===== src/rtl/seek_pkg.sv =====
package seek_pkg;

    typedef enum logic [1:0] {
        MODE_ABS     = 2'b00,
        MODE_INWARD  = 2'b01,
        MODE_OUTWARD = 2'b10,
        MODE_ABS_ALT = 2'b11
    } seek_mode_e;

    typedef enum logic [1:0] {
        ST_IDLE,
        ST_PULSE,
        ST_GAP,
        ST_DONE
    } seq_state_e;

endpackage


===== src/rtl/seek_target_calc.sv =====
module seek_target_calc
    import seek_pkg::*;
#(
    parameter int CYL_W   = 8,
    parameter int MAX_CYL = 79
) (
    input  logic [1:0]       mode,
    input  logic [CYL_W-1:0] arg,
    input  logic [CYL_W-1:0] cur,
    output logic [CYL_W-1:0] target
);
    localparam logic [CYL_W:0] LIMIT = (CYL_W+1)'(MAX_CYL);

    logic [CYL_W:0] sum_w;
    logic [CYL_W:0] arg_w;

    always_comb begin
        sum_w = {1'b0, cur} + {1'b0, arg};
        arg_w = {1'b0, arg};
        unique case (seek_mode_e'(mode))
            MODE_INWARD:  target = (sum_w > LIMIT) ? LIMIT[CYL_W-1:0] : sum_w[CYL_W-1:0];
            MODE_OUTWARD: target = (arg > cur) ? '0 : (cur - arg);
            MODE_ABS,
            MODE_ABS_ALT: target = (arg_w > LIMIT) ? LIMIT[CYL_W-1:0] : arg;
            default:      target = cur;
        endcase
    end

    always_comb begin
        if (cur <= LIMIT[CYL_W-1:0]) begin
            AST_TARGET_RANGE: assert (target <= LIMIT[CYL_W-1:0]);
        end
    end

endmodule


===== src/rtl/step_sequencer.sv =====
module step_sequencer
    import seek_pkg::*;
#(
    parameter int CYL_W   = 8,
    parameter int STEP_HI = 2,
    parameter int STEP_LO = 3
) (
    input  logic             clk,
    input  logic             rst_n,
    input  logic             start,
    input  logic [CYL_W-1:0] target,
    output logic [CYL_W-1:0] pcn,
    output logic             step,
    output logic             step_dir,
    output logic             seek_done,
    output logic             ready,
    output logic             step_start
);
    localparam int SPAN  = (STEP_HI > STEP_LO) ? STEP_HI : STEP_LO;
    localparam int CNT_W = $clog2(SPAN + 1);
    localparam logic [CNT_W-1:0] HI_LAST = CNT_W'(STEP_HI - 1);
    localparam logic [CNT_W-1:0] LO_LAST = CNT_W'(STEP_LO - 1);

    seq_state_e       state_q, state_d;
    logic [CNT_W-1:0] cnt_q, cnt_d;
    logic [CYL_W-1:0] tgt_q, tgt_d;
    logic [CYL_W-1:0] pcn_q, pcn_d;
    logic             dir_q, dir_d;

    always_ff @(posedge clk) begin
        if (!rst_n) begin
            state_q <= ST_IDLE;
            cnt_q   <= '0;
            tgt_q   <= '0;
            pcn_q   <= '0;
            dir_q   <= 1'b0;
        end else begin
            state_q <= state_d;
            cnt_q   <= cnt_d;
            tgt_q   <= tgt_d;
            pcn_q   <= pcn_d;
            dir_q   <= dir_d;
        end
    end

    always_comb begin
        state_d    = state_q;
        cnt_d      = cnt_q;
        tgt_d      = tgt_q;
        pcn_d      = pcn_q;
        dir_d      = dir_q;
        step_start = 1'b0;
        unique case (state_q)
            ST_IDLE: begin
                if (start) begin
                    tgt_d = target;
                    if (target == pcn_q) begin
                        state_d = ST_DONE;
                    end else begin
                        dir_d      = (target > pcn_q);
                        cnt_d      = '0;
                        step_start = 1'b1;
                        state_d    = ST_PULSE;
                    end
                end
            end
            ST_PULSE: begin
                if (cnt_q == HI_LAST) begin
                    pcn_d   = dir_q ? (pcn_q + 1'b1) : (pcn_q - 1'b1);
                    cnt_d   = '0;
                    state_d = (pcn_d == tgt_q) ? ST_DONE : ST_GAP;
                end else begin
                    cnt_d = cnt_q + 1'b1;
                end
            end
            ST_GAP: begin
                if (cnt_q == LO_LAST) begin
                    cnt_d      = '0;
                    step_start = 1'b1;
                    state_d    = ST_PULSE;
                end else begin
                    cnt_d = cnt_q + 1'b1;
                end
            end
            ST_DONE: state_d = ST_IDLE;
            default: state_d = ST_IDLE;
        endcase
    end

    always_comb begin
        pcn       = pcn_q;
        step_dir  = dir_q;
        step      = (state_q == ST_PULSE);
        seek_done = (state_q == ST_DONE);
        ready     = (state_q == ST_IDLE);
    end

    AST_DONE_SINGLE: assert property (@(posedge clk) disable iff (!rst_n)
        seek_done |=> !seek_done);
    AST_PCN_ON_STEP: assert property (@(posedge clk) disable iff (!rst_n)
        !$stable(pcn) |-> $past(step));
    AST_PCN_UNIT_MOVE: assert property (@(posedge clk) disable iff (!rst_n)
        (!$stable(pcn) && $past(step_dir)) |-> (pcn == $past(pcn) + 1'b1));
    AST_DIR_HELD: assert property (@(posedge clk) disable iff (!rst_n)
        (step && $past(step)) |-> $stable(step_dir));
    AST_BUSY_NOT_READY: assert property (@(posedge clk) disable iff (!rst_n)
        step |-> !ready);

endmodule


===== src/rtl/dskchg_latch.sv =====
module dskchg_latch (
    input  logic clk,
    input  logic rst_n,
    input  logic media_present,
    input  logic step_start,
    output logic flag
);
    always_ff @(posedge clk) begin
        if (!rst_n)              flag <= 1'b1;
        else if (!media_present) flag <= 1'b1;
        else if (step_start)     flag <= 1'b0;
    end

    AST_NO_MEDIA_SETS: assert property (@(posedge clk) disable iff (!rst_n)
        !media_present |=> flag);
    AST_CLEAR_NEEDS_MEDIA: assert property (@(posedge clk) disable iff (!rst_n)
        $fell(flag) |-> $past(media_present));

endmodule


===== src/rtl/seek_tracker.sv =====
module seek_tracker
    import seek_pkg::*;
#(
    parameter int CYL_W   = 8,
    parameter int MAX_CYL = 79,
    parameter int STEP_HI = 2,
    parameter int STEP_LO = 3
) (
    input  logic             clk,
    input  logic             rst_n,
    input  logic             seek_req,
    input  logic [1:0]       seek_mode,
    input  logic [CYL_W-1:0] seek_arg,
    input  logic             media_present,
    output logic             ready,
    output logic [CYL_W-1:0] pcn,
    output logic             step,
    output logic             step_dir,
    output logic             seek_done,
    output logic             dskchg
);
    logic [CYL_W-1:0] target;
    logic             step_start;

    seek_target_calc #(.CYL_W(CYL_W), .MAX_CYL(MAX_CYL)) u_calc (
        .mode   (seek_mode),
        .arg    (seek_arg),
        .cur    (pcn),
        .target (target)
    );

    step_sequencer #(.CYL_W(CYL_W), .STEP_HI(STEP_HI), .STEP_LO(STEP_LO)) u_seq (
        .clk        (clk),
        .rst_n      (rst_n),
        .start      (seek_req),
        .target     (target),
        .pcn        (pcn),
        .step       (step),
        .step_dir   (step_dir),
        .seek_done  (seek_done),
        .ready      (ready),
        .step_start (step_start)
    );

    dskchg_latch u_chg (
        .clk           (clk),
        .rst_n         (rst_n),
        .media_present (media_present),
        .step_start    (step_start),
        .flag          (dskchg)
    );

    AST_PCN_LIMIT: assert property (@(posedge clk) disable iff (!rst_n)
        pcn <= CYL_W'(MAX_CYL));
    AST_CHG_CLEAR_ON_STEP: assert property (@(posedge clk) disable iff (!rst_n)
        $fell(dskchg) |-> $rose(step));
    AST_DONE_NO_STEP: assert property (@(posedge clk) disable iff (!rst_n)
        seek_done |-> !step);

endmodule


===== config.mk =====
export PLATFORM = sky130hd
export DESIGN_NAME = seek_tracker
export DESIGN_NICKNAME = d
export VERILOG_FILES = /design/src/rtl/seek_pkg.sv /design/src/rtl/seek_target_calc.sv /design/src/rtl/step_sequencer.sv /design/src/rtl/dskchg_latch.sv /design/src/rtl/seek_tracker.sv
export SDC_FILE = /design/constraint.sdc
export NUM_CORES = 1
export LEC_CHECK = 0
export ABC_CLOCK_PERIOD_IN_PS = 4690
export BUFFER_PORTS_ARGS = -buffer_cell sky130_fd_sc_hd__buf_2
export CAP_MARGIN = 0
export CORE_MARGIN = 3
export CORE_UTILIZATION = 35
export CTS_CLUSTER_SIZE = 40
export DETAILED_ROUTE_END_ITERATION = 12
export PLACE_DENSITY = 0.51
export SLEW_MARGIN = 25
export SYNTH_ARGS = -nofsm -noshare
export SYNTH_HDL_FRONTEND = slang
export SYNTH_HIERARCHICAL = 1
export SYNTH_SLANG_ARGS = --single-unit

===== constraint.sdc =====
create_clock -name clk -period 4.69 [get_ports clk]
set_clock_uncertainty 0.15 [all_clocks]
set_input_delay 0.2345 -clock clk [delete_from_list [all_inputs] [get_ports clk]]
set_output_delay 0.2345 -clock clk [all_outputs]
set_load 0.005 [all_outputs]

==> results.md, run 1 <==
Yosys:
- The cell with the most instances after synthesis is sky130_fd_sc_hd__ha_1.
- In this run the cell area of the synthesized design comes to 2660 sq um.
- In the synthesized netlist, the cells that appear most often are 36 x sky130_fd_sc_hd__ha_1, 32 x sky130_fd_sc_hd__inv_1, 24 x sky130_fd_sc_hd__nand2_1, 22 x sky130_fd_sc_hd__a21oi_1, 22 x sky130_fd_sc_hd__dfxtp_1.
- Synthesis produced 339 cells.
- In this run, synthesis produced a sequential element count of 22.
- Summed over all instances, the cell type with the most area after synthesis is sky130_fd_sc_hd__ha_1.
- The share of async-settable or async-resettable flops after synthesis is 0.
- The number of nets in the synthesized netlist is 392.
- Yosys printed 6 warnings.
- The count of unique library cells instantiated by Yosys is 65.
- The average footprint of a synthesized cell is 7.85 sq um.
- Ranked by total cell area, the synthesized netlist is headed by sky130_fd_sc_hd__ha_1 17%, sky130_fd_sc_hd__dfxtp_1 17%, sky130_fd_sc_hd__inv_1 4.5%.
- Of the synthesized area, sequential elements account for 0.165.
- For this run, the leading register cell type out of synthesis is sky130_fd_sc_hd__dfxtp_1.
- The area share of the leading cell type in the synthesized netlist is 0.169.
- The number of flops mapped to enable cells by yosys is 0.

Placement:
- The congestion estimate from routability-driven global placement came to 0.896.
- After legalization and detailed placement, the total HPWL measured 5.48 mm.
- After detailed placement, the total cell area comes to 2880 sq um.
- Port buffering added 26 buffers.

Power and ir drop:
- The leakage power figure is roughly 1.3 nW.
- VDD sags by at most between 0.00015 and 0.0002 V.
- The power per cell area is 325 nW/um^2.

STA:
- After layout, the minimum clock period comes to 3.79 ns.
- In this run the tightest slew margin relative to its limit is 0.585.
- Static timing analysis puts the maximum clock frequency at 264 MHz.
- The count of final max-slew check failures is 0.
- The slew at the pin closest to its max-slew limit is between 0.6 and 0.7 ns.
- The share of the clock period used by the worst path after layout is 0.807.
- Adding up every negative setup slack in the final design gives 0 ns.
- The final number of hold-violating endpoints is 0.
- Setup violations remaining at the end of the flow were counted as 0.
- Setup repair after global routing left no endpoint under its margin.

Finish:
- After routing the design area is ~2900 sq um.
- The total of fill cells in the finished design is 794.
- The total number of nets in the final design is 415.
- The area growth from synthesis to layout is 10.7%.
- In the final layout, the share of cells above drive strength 1 is 0.144.
- In the final layout, flip-flops and latches occupy roughly 440 sq um.
- The area taken by multi-input logic gates is 2050 sq um.
- The number of antenna diodes in the final layout is 0.

Critical path:
- Walking the worst path, the cells encountered are buf_4 > ha_1 > fa_1 > or2b_4 > a211oi_2 > nor3_2 > xnor2_1 > o311a_1 > o22ai_1 > inv_1 > ha_1 > nand4_1 > o21ai_0 > a21oi_1 > nor2b_1 > a31oi_1 > nor2b_1.
- The worst register-to-register path begins at u_seq/pcn[0].
- In this run the worst path has a maximum fanout of 9.
- For this run, the slowest stage of the critical path takes 0.42 ns.
- The data required time of the worst path is around 4.7 ns.
- The type of origin of the critical path is a register.
- The type of destination of the critical path is a register.
- STA puts the critical path data arrival time at approximately 3.8 ns.
- The class of the most critical setup path is reg -> reg.
- The slowest cell on the critical path is sky130_fd_sc_hd__o311a_1.
- The slack of the worst reg-to-reg path is roughly 0.9 ns.
- The logic depth of the worst register-to-register path is 17.
- The worst register-to-register path ends at u_seq/cnt_q[1].

Route:
- The number of DRC markers after the initial detailed-route iteration is 52.
- The via density per instance is 5.18.
- The number of detailed-route iterations in the first pass is 4.
- The wire length per cell after detailed routing is 14.7 um.
- The count of unresolved DRC violations after routing is 0.
- The final route contains 2382 vias.
- The routed wire length is between 6 and 7 mm.
- The post-route antenna net violation count is 0.

Floorplanning:
- The die extent in y is 93.2 um.
- 27 I/O pins were placed.
- The horizontal die dimension is 93.2 um.
- The placeable core area is between 7000 and 8000 sq um.
- The number of core rows is 31.
- The area of the die is 8690 sq um.
- The starting density of the core is 0.363.

Global routing:
- The overflow left after global routing is 0.
- The via count of the first global-routing pass is around 2.2k.
- The overall track demand over capacity in global routing is 0.163.
- The initial antenna violation count came to 0.
- The first global-routing pass estimated 11.4 mm of wire.
- Entering global routing, the biggest net connects 24 pins.

CTS:
- Post-CTS repair changed the size of 0 cells.
- The CTS clock-pin slew for the worst setup and hold paths is about 0.080 ns.
- The tree built by TritonCTS fans out to 22 sinks.
- The count of hold-fix buffers inserted at cts is 0.
- The CTS buffer count is 3.
- The tree is rooted in a sky130_fd_sc_hd__clkbuf_8.
- The total setup buffers inserted after CTS is 0.
- TritonCTS built the clock tree.
- In this run the number of H-tree levels came out at 1.
- For the worst-skew pair, the clock arrives at the later sink with an insertion delay of 0.26 ns.
- The deepest clock path buffer count is 2.

Job:
- Across the run, the number of max-cap violations was 0.

Outcome:
- The flow ran to the end, and the final reports show no timing, DRC or antenna violations.

Min path:
- The min-delay analysis places its worst path in the category in -> reg.
- In this run the most critical hold path is launched from media_present.
- The worst hold path stage count is 2.
- For hold timing, the worst endpoint is u_chg/flag.
-- registers in the layout, indices dropped and copies added, names as in the netlist --
register        count
u_seq/step_dir      1
u_seq/state_q       2
u_seq/tgt_q         8
u_seq/cnt_q         2
u_seq/pcn           8
u_chg/flag          1
-- where the power goes --
part           switching (mW)  internal (mW)  total [mW]  leakage (nW)
sequential             0.0362          0.215       0.251         0.179
clock                  0.0623          0.114       0.176        0.0357
combinational           0.310          0.220       0.530          1.13
-- cell type report --
cell class	count	area share
multi-input combinational	276	0.697
sequential	22	0.149
timing repair buffer	27	0.0467
tap	99	0.0420
inverter	32	0.0407
clock buffer	3	0.0140
clock inverter	1	0.0102
-- stage by stage --
stage / instances / utilization / hold WS, ns / setup WS, ns / power [mW]
after CTS: 460 / 0.402 / 0.00569 / 0.886 / 0.970
after global placement: 456 / 0.392 / 0.276 / 0.876 / 0.787
after floorplan: 339 / - / 0.149 / 1.28 / 0.655
final: 460 / 0.402 / 0.0131 / 0.903 / 0.957
after global routing: 460 / 0.402 / 0.0101 / 0.490 / 1.05
after detailed placement: 456 / 0.392 / 0.281 / 0.898 / 0.786
-- placed cells by master (no fill, tap or decap), drive strengths merged, types with 8 or more instances in the layout --
master	count
ha	36
inv	32
buf	27
nand2	24
a21oi	23
dfxtp	22
o21ai	22
nor2	18
nor2b	15
nand3	11
a21boi	11
xnor2	10
and2	10
nand2b	8
nor3	8
-- layer usage --
metal | track usage | up-vias | routed length (um)
li1 | - | 1243 | -
met1 | 0.232 | 1115 | 3480
met2 | 0.273 | 22 | 3190
met3 | 0.0105 | 2 | 84
met4 | 0.0293 | 0 | 29
met5 | 0 | - | 0
-- worst max path at each step --
stage / to / startpoint / cells after the start
floorplan: u_seq/cnt_q[1] / u_seq/pcn[0] / 16
global placement: u_seq/cnt_q[1] / u_seq/pcn[5] / 15
detailed placement: u_seq/cnt_q[1] / u_seq/pcn[5] / 15
CTS: u_seq/cnt_q[1] / u_seq/pcn[5] / 15
global route: u_seq/cnt_q[1] / u_seq/pcn[0] / 17
finish: u_seq/cnt_q[1] / u_seq/pcn[0] / 17
-- worst max-delay path, delay by kind of cell, from the launching register on --
kind                       cells  cell delay [ns]
and+or+nand+nor                5             0.66
adders and majority gates      3             0.68
DFF                            1             0.32
xor gates and xnor gates       1             0.14
AOI/OAI and AO/OA              6             1.49
buffers and inverters          2             0.24
-- logic make-up after synthesis --
kind of cell / after synthesis / share of synthesized area
AND/OR/NAND/NOR: 115 / 0.234
AO/OA/AOI/OAI: 104 / 0.285
adder cells (fa/ha/maj): 39 / 0.192
multiplexers: 3 / 0.0113
buffers and inverters: 41 / 0.0630
XOR/XNOR: 15 / 0.0493
flip-flops: 22 / 0.165
Note: power is estimated with default switching activity, not from simulation.
==> inputs of run 2 (changes only) <==
ABC_CLOCK_PERIOD_IN_PS = 3900   (was 4690)
clock period = 3.9 ns   (was 4.69 ns; I/O delays follow)
==> results.md, run 2 (synthesis results as in run 1) <==
Outcome:
- The flow ran to the end, and the final reports show no timing, DRC or antenna violations.

Global routing:
- The first-pass GRT wire length is 11.4 mm.
- The overflow left after global routing is 0.
- Entering global routing, the biggest net connects 24 pins.
- The overall track demand over capacity in global routing is 0.162.
- The via count of the first global-routing pass is about 2.4k.
- The initial antenna violation count is 0.

Finish:
- The sequential standard cell area is 443 sq um.
- The count of non-filler cells in the finished layout is 466.
- The final standard cell area without fillers is 2990 sq um.
- The area taken by multi-input logic gates is 2070 sq um.
- After the last flow step, the layout net total stands at about 420.
- The fraction of layout cells with a size suffix above 1 is 0.169.
- The top cell types in the final layout, fill and taps aside, are 36 x sky130_fd_sc_hd__ha_1, 32 x sky130_fd_sc_hd__inv_1, 26 x sky130_fd_sc_hd__buf_2.
- The layout has 768 filler cells.
- 0 antenna diodes ended up in the layout.
- The area growth from synthesis to layout is 12.3%.
- The largest registers in the layout are u_seq/pcn: 8 flops, u_seq/tgt_q: 8 flops.
- Leaving out fill and tap cells, the most frequent cell in the layout is sky130_fd_sc_hd__ha_1.

Floorplanning:
- The die extent in y is 93.2 um.
- The floorplan step defined a core boundary enclosing 7330 sq um.
- 27 I/O pins were placed.
- For this configuration, the core starts out at a cell density of 0.363.
- The number of core rows is 31.
- The die covers 8690 sq um.
- In this run the horizontal extent of the chip is 93.2 um.

CTS:
- The cell chosen for the clock root is sky130_fd_sc_hd__clkbuf_8.
- For the worst-skew pair, the clock arrives at the later sink with an insertion delay of ~0.25 ns.
- CTS built an H-tree with a depth of 1.
- Buffers added to address setup during post-CTS repair amount to 0.
- The tree built by TritonCTS fans out to 22 sinks.
- Clock tree synthesis inserted a total of 3 buffers.
- No sink is reached through more buffers than the 2 on the longest clock path.
- Clock-pin slew was measured on the worst setup and hold paths at 0.07 ns.
- The CTS tree is built.

Route:
- The first detailed-routing pass took 4 iterations.
- The via density per instance is 5.17.
- For this block, the initial DRC count from the detailed router was 80.
- The routed wire length is just under 7 mm.
- In the routed design, unresolved DRC markers number 0.
- The post-route antenna net violation count is 0.
- In the final routed layout, each cell accounts on average for 14.6 um.
- The detailed router placed 2407 vias in this run.

STA:
- The sum of negative setup slack is 0 ns.
- Static timing analysis puts the maximum clock frequency at 279 MHz.
- At the pin with the least slew margin, the transition time is approximately 0.6 ns.
- Final hold analysis gives a worst-case slack of 0.158 ns.
- The clock period could shrink to 3.58 ns.
- Setup violations remaining at the end of the flow were counted as 0.
- The final number of hold-violating endpoints is 0.
- The share of the clock period used by the worst path after layout is 0.918.
- The count of final max-slew check failures came to 0.
- The worst max-slew margin expressed relative to the limit is 0.607.
- Setup repair after global routing left no endpoint under its margin.

Critical path:
- Along the worst path, the maximum fanout reaches 4.
- The worst setup path is of the reg -> reg kind.
- The data arrival time of the critical path is between 3 and 4 ns.
- STA classifies the critical path startpoint as a register.
- The type of destination of the critical path is a register.
- The data required time of the worst path is 3.90 ns.

Power and ir drop:
- For this design the ratio of total power to cell area is 365 nW/um^2.
- The switching fraction of total power is 0.449.
- The part of the power in the clock network is 0.125.
- Summed over all nets, the switching power comes to slightly below 0.5 mW.
- The leakage power figure is 1.37 nW.
- The internal power of the cells totals 0.600 mW.
- Overall power consumption after layout is estimated at 1.09 mW.
- The share of total power dissipated in sequential elements is 0.276.
- Of the total power, combinational logic draws 0.600.
- VDD sags by at most 0.000187 V.

Placement:
- The count of buffers added on input and output ports is 26.
- The last weighted congestion value of the routability-driven placer is 0.870.
- The placed cell area is 2920 sq um.
- The placed wire-length estimate is 5.61 mm.
- The cell count after placement is between 400 and 500.

Min path:
- The path type of the worst min-delay path is in -> reg.

Job:
- The count of maximum capacitance violations is 0.
==> run 2: changes by cell type in the layout (fill, tap and decap cells not counted) <==
cell / change
sky130_fd_sc_hd__a21oi_2: +1
sky130_fd_sc_hd__dfxtp_1: -2
sky130_fd_sc_hd__dfxtp_2: +2
sky130_fd_sc_hd__nor2_1: -1
sky130_fd_sc_hd__nor2_2: +1
sky130_fd_sc_hd__a21oi_1: -1
sky130_fd_sc_hd__bufinv_16: -1
sky130_fd_sc_hd__dlygate4sd3_1: +1
sky130_fd_sc_hd__a32oi_1: -1
sky130_fd_sc_hd__a32oi_2: +1
sky130_fd_sc_hd__buf_4: +6
==> run 2: what timing repair did <==
item	in CTS	in global routing
resized for setup	0	5
endpoints found under the setup margin	0	3
endpoints found under the hold margin	1	0
hold buffers	1	0
==> run 2: power groups by stage <==
| stage | Combinational (mW) | Clock [mW] | Sequential (mW) |
|---|---|---|---|
| after detailed placement | 0.644 | 0 | 0.305 |
| final | 0.653 | 0.136 | 0.300 |
| after global routing | 0.746 | 0.154 | 0.307 |
| after global placement | 0.647 | 0 | 0.302 |
| after floorplan | 0.492 | 0 | 0.296 |
| after CTS | 0.649 | 0.143 | 0.300 |
==> run 2: layer usage <==
layer  global-route usage  part of all wire
met5                    0                 0
met3               0.0145             0.026
met1                0.222              0.49
met4               0.0452             0.016
met2                0.271              0.47
==> run 2: critical path: stages (launching register included) <==
cell and delay, ns:
sky130_fd_sc_hd__dfxtp_1 0.35, sky130_fd_sc_hd__ha_1 0.21, sky130_fd_sc_hd__fa_1 0.20, sky130_fd_sc_hd__or2b_4 0.29
sky130_fd_sc_hd__a211oi_2 0.26, sky130_fd_sc_hd__nor3_2 0.08, sky130_fd_sc_hd__xnor2_1 0.14, sky130_fd_sc_hd__o311a_1 0.44
sky130_fd_sc_hd__o22ai_1 0.27, sky130_fd_sc_hd__inv_1 0.07, sky130_fd_sc_hd__ha_1 0.27, sky130_fd_sc_hd__nand4_1 0.12
sky130_fd_sc_hd__o21ai_0 0.25, sky130_fd_sc_hd__a21oi_2 0.11, sky130_fd_sc_hd__a31oi_1 0.19, sky130_fd_sc_hd__nor2b_1 0.06
==> run 2: final cells by class <==
type | count | share of cell area
Sequential cell | 22 | 0.148
Clock buffer | 3 | 0.0138
Timing Repair Buffer | 34 | 0.0645
Multi-Input combinational cell | 276 | 0.692
Tap cell | 99 | 0.0414
Inverter | 32 | 0.0402
==> run 2: metrics by stage <==
| step | setup WS (ns) | utilization |
|---|---|---|
| finish | 0.320 | 0.408 |
| global route | 0.0268 | 0.408 |
| global placement | 0.232 | 0.399 |
| floorplan | 0.485 | - |
| detailed placement | 0.240 | 0.399 |
| CTS | 0.218 | 0.406 |
==> run 2: worst paths after layout <==
check            startpoint        endpoint  slack (ns)  cells after the start
max            u_seq/pcn[0]  u_seq/cnt_q[1]        0.32                     15
min                   rst_n      u_chg/flag        0.16                      2
max reg2reg    u_seq/pcn[0]  u_seq/cnt_q[1]        0.32                     15
min reg2reg  u_seq/tgt_q[1]  u_seq/tgt_q[1]        0.33                      2
==> inputs of run 3 (changes only) <==
CORE_UTILIZATION = 30   (was 35)
PLACE_DENSITY = 0.45   (was 0.51)
==> results.md, run 3 (synthesis results as in run 1) <==
CTS:
- The longest clock path from root to sink contains 2 buffers.
- The CTS buffer count is 3.
- The total number of clock tree sinks is 22.
- Once the clock tree was built, the setup fixing pass inserted 0 buffers.
- TritonCTS built the clock tree.
- Clock tree synthesis selected as its root buffer the cell sky130_fd_sc_hd__clkbuf_8.
- The CTS clock-pin slew for the worst setup and hold paths is 0.08 ns.
- The later pin in the worst-skew pair is clocked with a latency of 0.27 ns.
- In this run the number of H-tree levels came out at 1.

STA:
- Setup repair after global routing could not meet its margin everywhere.
- For the pin with the worst max-slew slack, the measured transition is slightly below 0.7 ns.
- The final number of hold-violating endpoints is 0.
- The count of final max-slew check failures is 0.
- The worst-case setup margin in the final layout is approximately 0.24 ns.
- The clock period could shrink to approximately 3.7 ns.
- The share of the clock period used by the worst path after layout is 0.939.
- Setup violations remaining at the end of the flow were counted as 0.
- Adding up every negative setup slack in the final design gives 0 ns.
- The timing-limited maximum frequency is 273 MHz.
- The worst pin sits at a relative slew slack of 0.547.

Finish:
- The commonest non-fill, non-tap cell in the layout is sky130_fd_sc_hd__ha_1.
- The largest registers in the layout are u_seq/pcn: 8 flops, u_seq/tgt_q: 8 flops.
- The total number of nets in the final design is between 400 and 500.
- The total of fill cells in the finished design is 940.
- The repair_antennas step left the layout with diodes totalling 0.
- The sequential standard cell area is 440 sq um.
- Of the cells placed in the final design, the portion with a size suffix greater than 1 is 0.163.
- The area taken by multi-input logic gates is 2060 sq um.
- In the layout the commonest cells are 36 x sky130_fd_sc_hd__ha_1, 32 x sky130_fd_sc_hd__inv_1, 26 x sky130_fd_sc_hd__buf_2.
- The count of non-filler cells in the finished layout is 473.
- The post-synthesis to final-layout area growth is 12.8%.

Critical path:
- The type of origin of the critical path is a register.
- In this design, the stage delay of the slowest critical-path cell is just over 0.4 ns.
- The kind of cell adding the most delay to the critical path is compound AO/OA/AOI/OAI gates.
- The logic depth of the worst register-to-register path is 15.
- The largest individual stage delay along the critical path comes from the cell sky130_fd_sc_hd__fa_1.
- The count of cell instances traversed by the critical path is 15.
- For flop-to-flop paths, the worst setup slack is 0.24 ns.
- STA puts the critical path data required time at 3.96 ns.
- The class of the most critical setup path is reg -> reg.
- STA classifies the critical path endpoint as a register.
- The signal on the critical path passes through buf_4 > fa_1 > and2_1 > o2111ai_2 > a21o_1 > a21boi_2 > and2_1 > a221oi_2 > o21ai_1 > ha_1 > nand4_1 > nor2_1 > nor2_1 > a21o_1 > o211ai_2.
- The startpoint of the worst register-to-register path is u_seq/pcn[1].
- The buffering stage count on the worst path with inverters included is 1.
- The endpoint identified for the worst register-to-register timing path is u_chg/flag.
- Along the worst path, the maximum fanout reaches 6.
- The data arrival time of the critical path is 3.72 ns.

Floorplanning:
- The core region is 8420 sq um.
- In this run the vertical extent of the chip is 100 um.
- The floorplan step defined a die boundary enclosing ~10000 sq um.
- The number of core rows is 33.
- The starting density of the core is 0.316.
- The horizontal die dimension is ~100 um.
- The I/O pin count is 27.

Job:
- The count of maximum capacitance violations is 0.

Route:
- The number of detailed-route iterations in the first pass is 4.
- The number of DRC markers after the initial detailed-route iteration is ~160.
- The wire length per cell after detailed routing is 15.5 um.
- The post-route antenna net violation count is 0.
- For this run, design rule violations remaining after detail routing come to 0.
- The total number of vias is 2497.
- After detailed routing, the number of vias per cell comes to about 5.3.
- For this block, the routed nets add up to ~7.4 mm of wire.

Min path:
- The path type of the worst min-delay path is in -> reg.
- The worst hold path was traced through 2 stages.
- The worst hold path terminates at u_chg/flag.
- The startpoint identified for the worst hold timing path is rst_n.

Placement:
- In this run, placement finished with an instance count of 468.
- The worst setup slack after placement is 0.179 ns.
- The total of buffers placed on input and output ports is 26.
- The placed wire-length estimate is between 5 and 6 mm.
- Routability-driven placement finished with a final weighted congestion of 0.821.

Power and ir drop:
- IR analysis of the VDD net gives a maximum drop of ~0.00015 V.
- The design draws 1.14 mW.
- The analysis attributes to cell leakage a power of 1.37 nW.
- In this run the power density over the cells is 380 nW/um^2.

Global routing:
- After global routing the overflow that remains totals 0.
- The maximum number of pins on one net before global-route repair is 24.
- The first global-routing pass estimated 12.7 mm of wire.
- The via count of the first global-routing pass is 2510.
- The initial antenna violation count was 0.
- For this run, the total global-route usage over all layers was measured as 0.155.

Outcome:
- The flow ran to the end, and the final reports show no timing, DRC or antenna violations.
## run 3: layer usage
metal  GRT usage  up-vias  wire length [um]
met3      0.0222        5               308
li1            -     1274                 -
met4      0.0155        0                28
met2       0.253       43              3320
met1       0.224     1175              3690
met5           0        -                 0
## run 3: worst max-delay path by stage
stage	start	end	slack, ns
final	u_seq/pcn[1]	u_chg/flag	0.24
after detailed placement	u_seq/pcn[1]	u_seq/cnt_q[1]	0.18
after floorplan	u_seq/pcn[0]	u_seq/cnt_q[1]	0.49
after CTS	u_seq/pcn[1]	u_seq/cnt_q[1]	0.15
after global placement	u_seq/pcn[1]	u_seq/cnt_q[1]	0.17
after global routing	u_seq/pcn[0]	u_chg/flag	-0.02
## run 3: timing repair
item,CTS,global route
endpoints found under the setup margin,0,5
hold buffers,1,0
gates resized for setup,0,3
hold endpoints to repair,1,0
## run 3: through the flow
stage                      util  hold WS [ns]  instance area, sq um
after floorplan               -         0.110                  2660
after global placement    0.348         0.237                  2930
after detailed placement  0.348         0.241                  2930
after CTS                 0.355         0.147                  2990
after global routing      0.357         0.167                  3000
final                     0.357         0.151                  3000
## run 3: worst register-to-register path: stages, from the launching register on
cell,delay (ns)
sky130_fd_sc_hd__dfxtp_1,0.37
sky130_fd_sc_hd__buf_4,0.18
sky130_fd_sc_hd__fa_1,0.41
sky130_fd_sc_hd__and2_1,0.20
sky130_fd_sc_hd__o2111ai_2,0.25
sky130_fd_sc_hd__a21o_1,0.17
sky130_fd_sc_hd__a21boi_2,0.10
sky130_fd_sc_hd__and2_1,0.24
sky130_fd_sc_hd__a221oi_2,0.24
sky130_fd_sc_hd__o21ai_1,0.14
sky130_fd_sc_hd__ha_1,0.30
sky130_fd_sc_hd__nand4_1,0.18
sky130_fd_sc_hd__nor2_1,0.23
sky130_fd_sc_hd__nor2_1,0.11
sky130_fd_sc_hd__a21o_1,0.20
sky130_fd_sc_hd__o211ai_2,0.12
## run 3: where the power goes
group	switching, mW	internal, mW	total [mW]	leakage, nW
clock	0.0829	0.0903	0.173	0.0288
combinational	0.400	0.273	0.673	1.17
sequential	0.0378	0.258	0.296	0.179
## run 3: cell type report
type | instances | area share
repair buffers | 34 | 0.0641
well taps | 105 | 0.0437
clock buffers | 4 | 0.0183
flip-flops and latches | 22 | 0.147
multi-input cells | 276 | 0.687
inverters | 32 | 0.0400
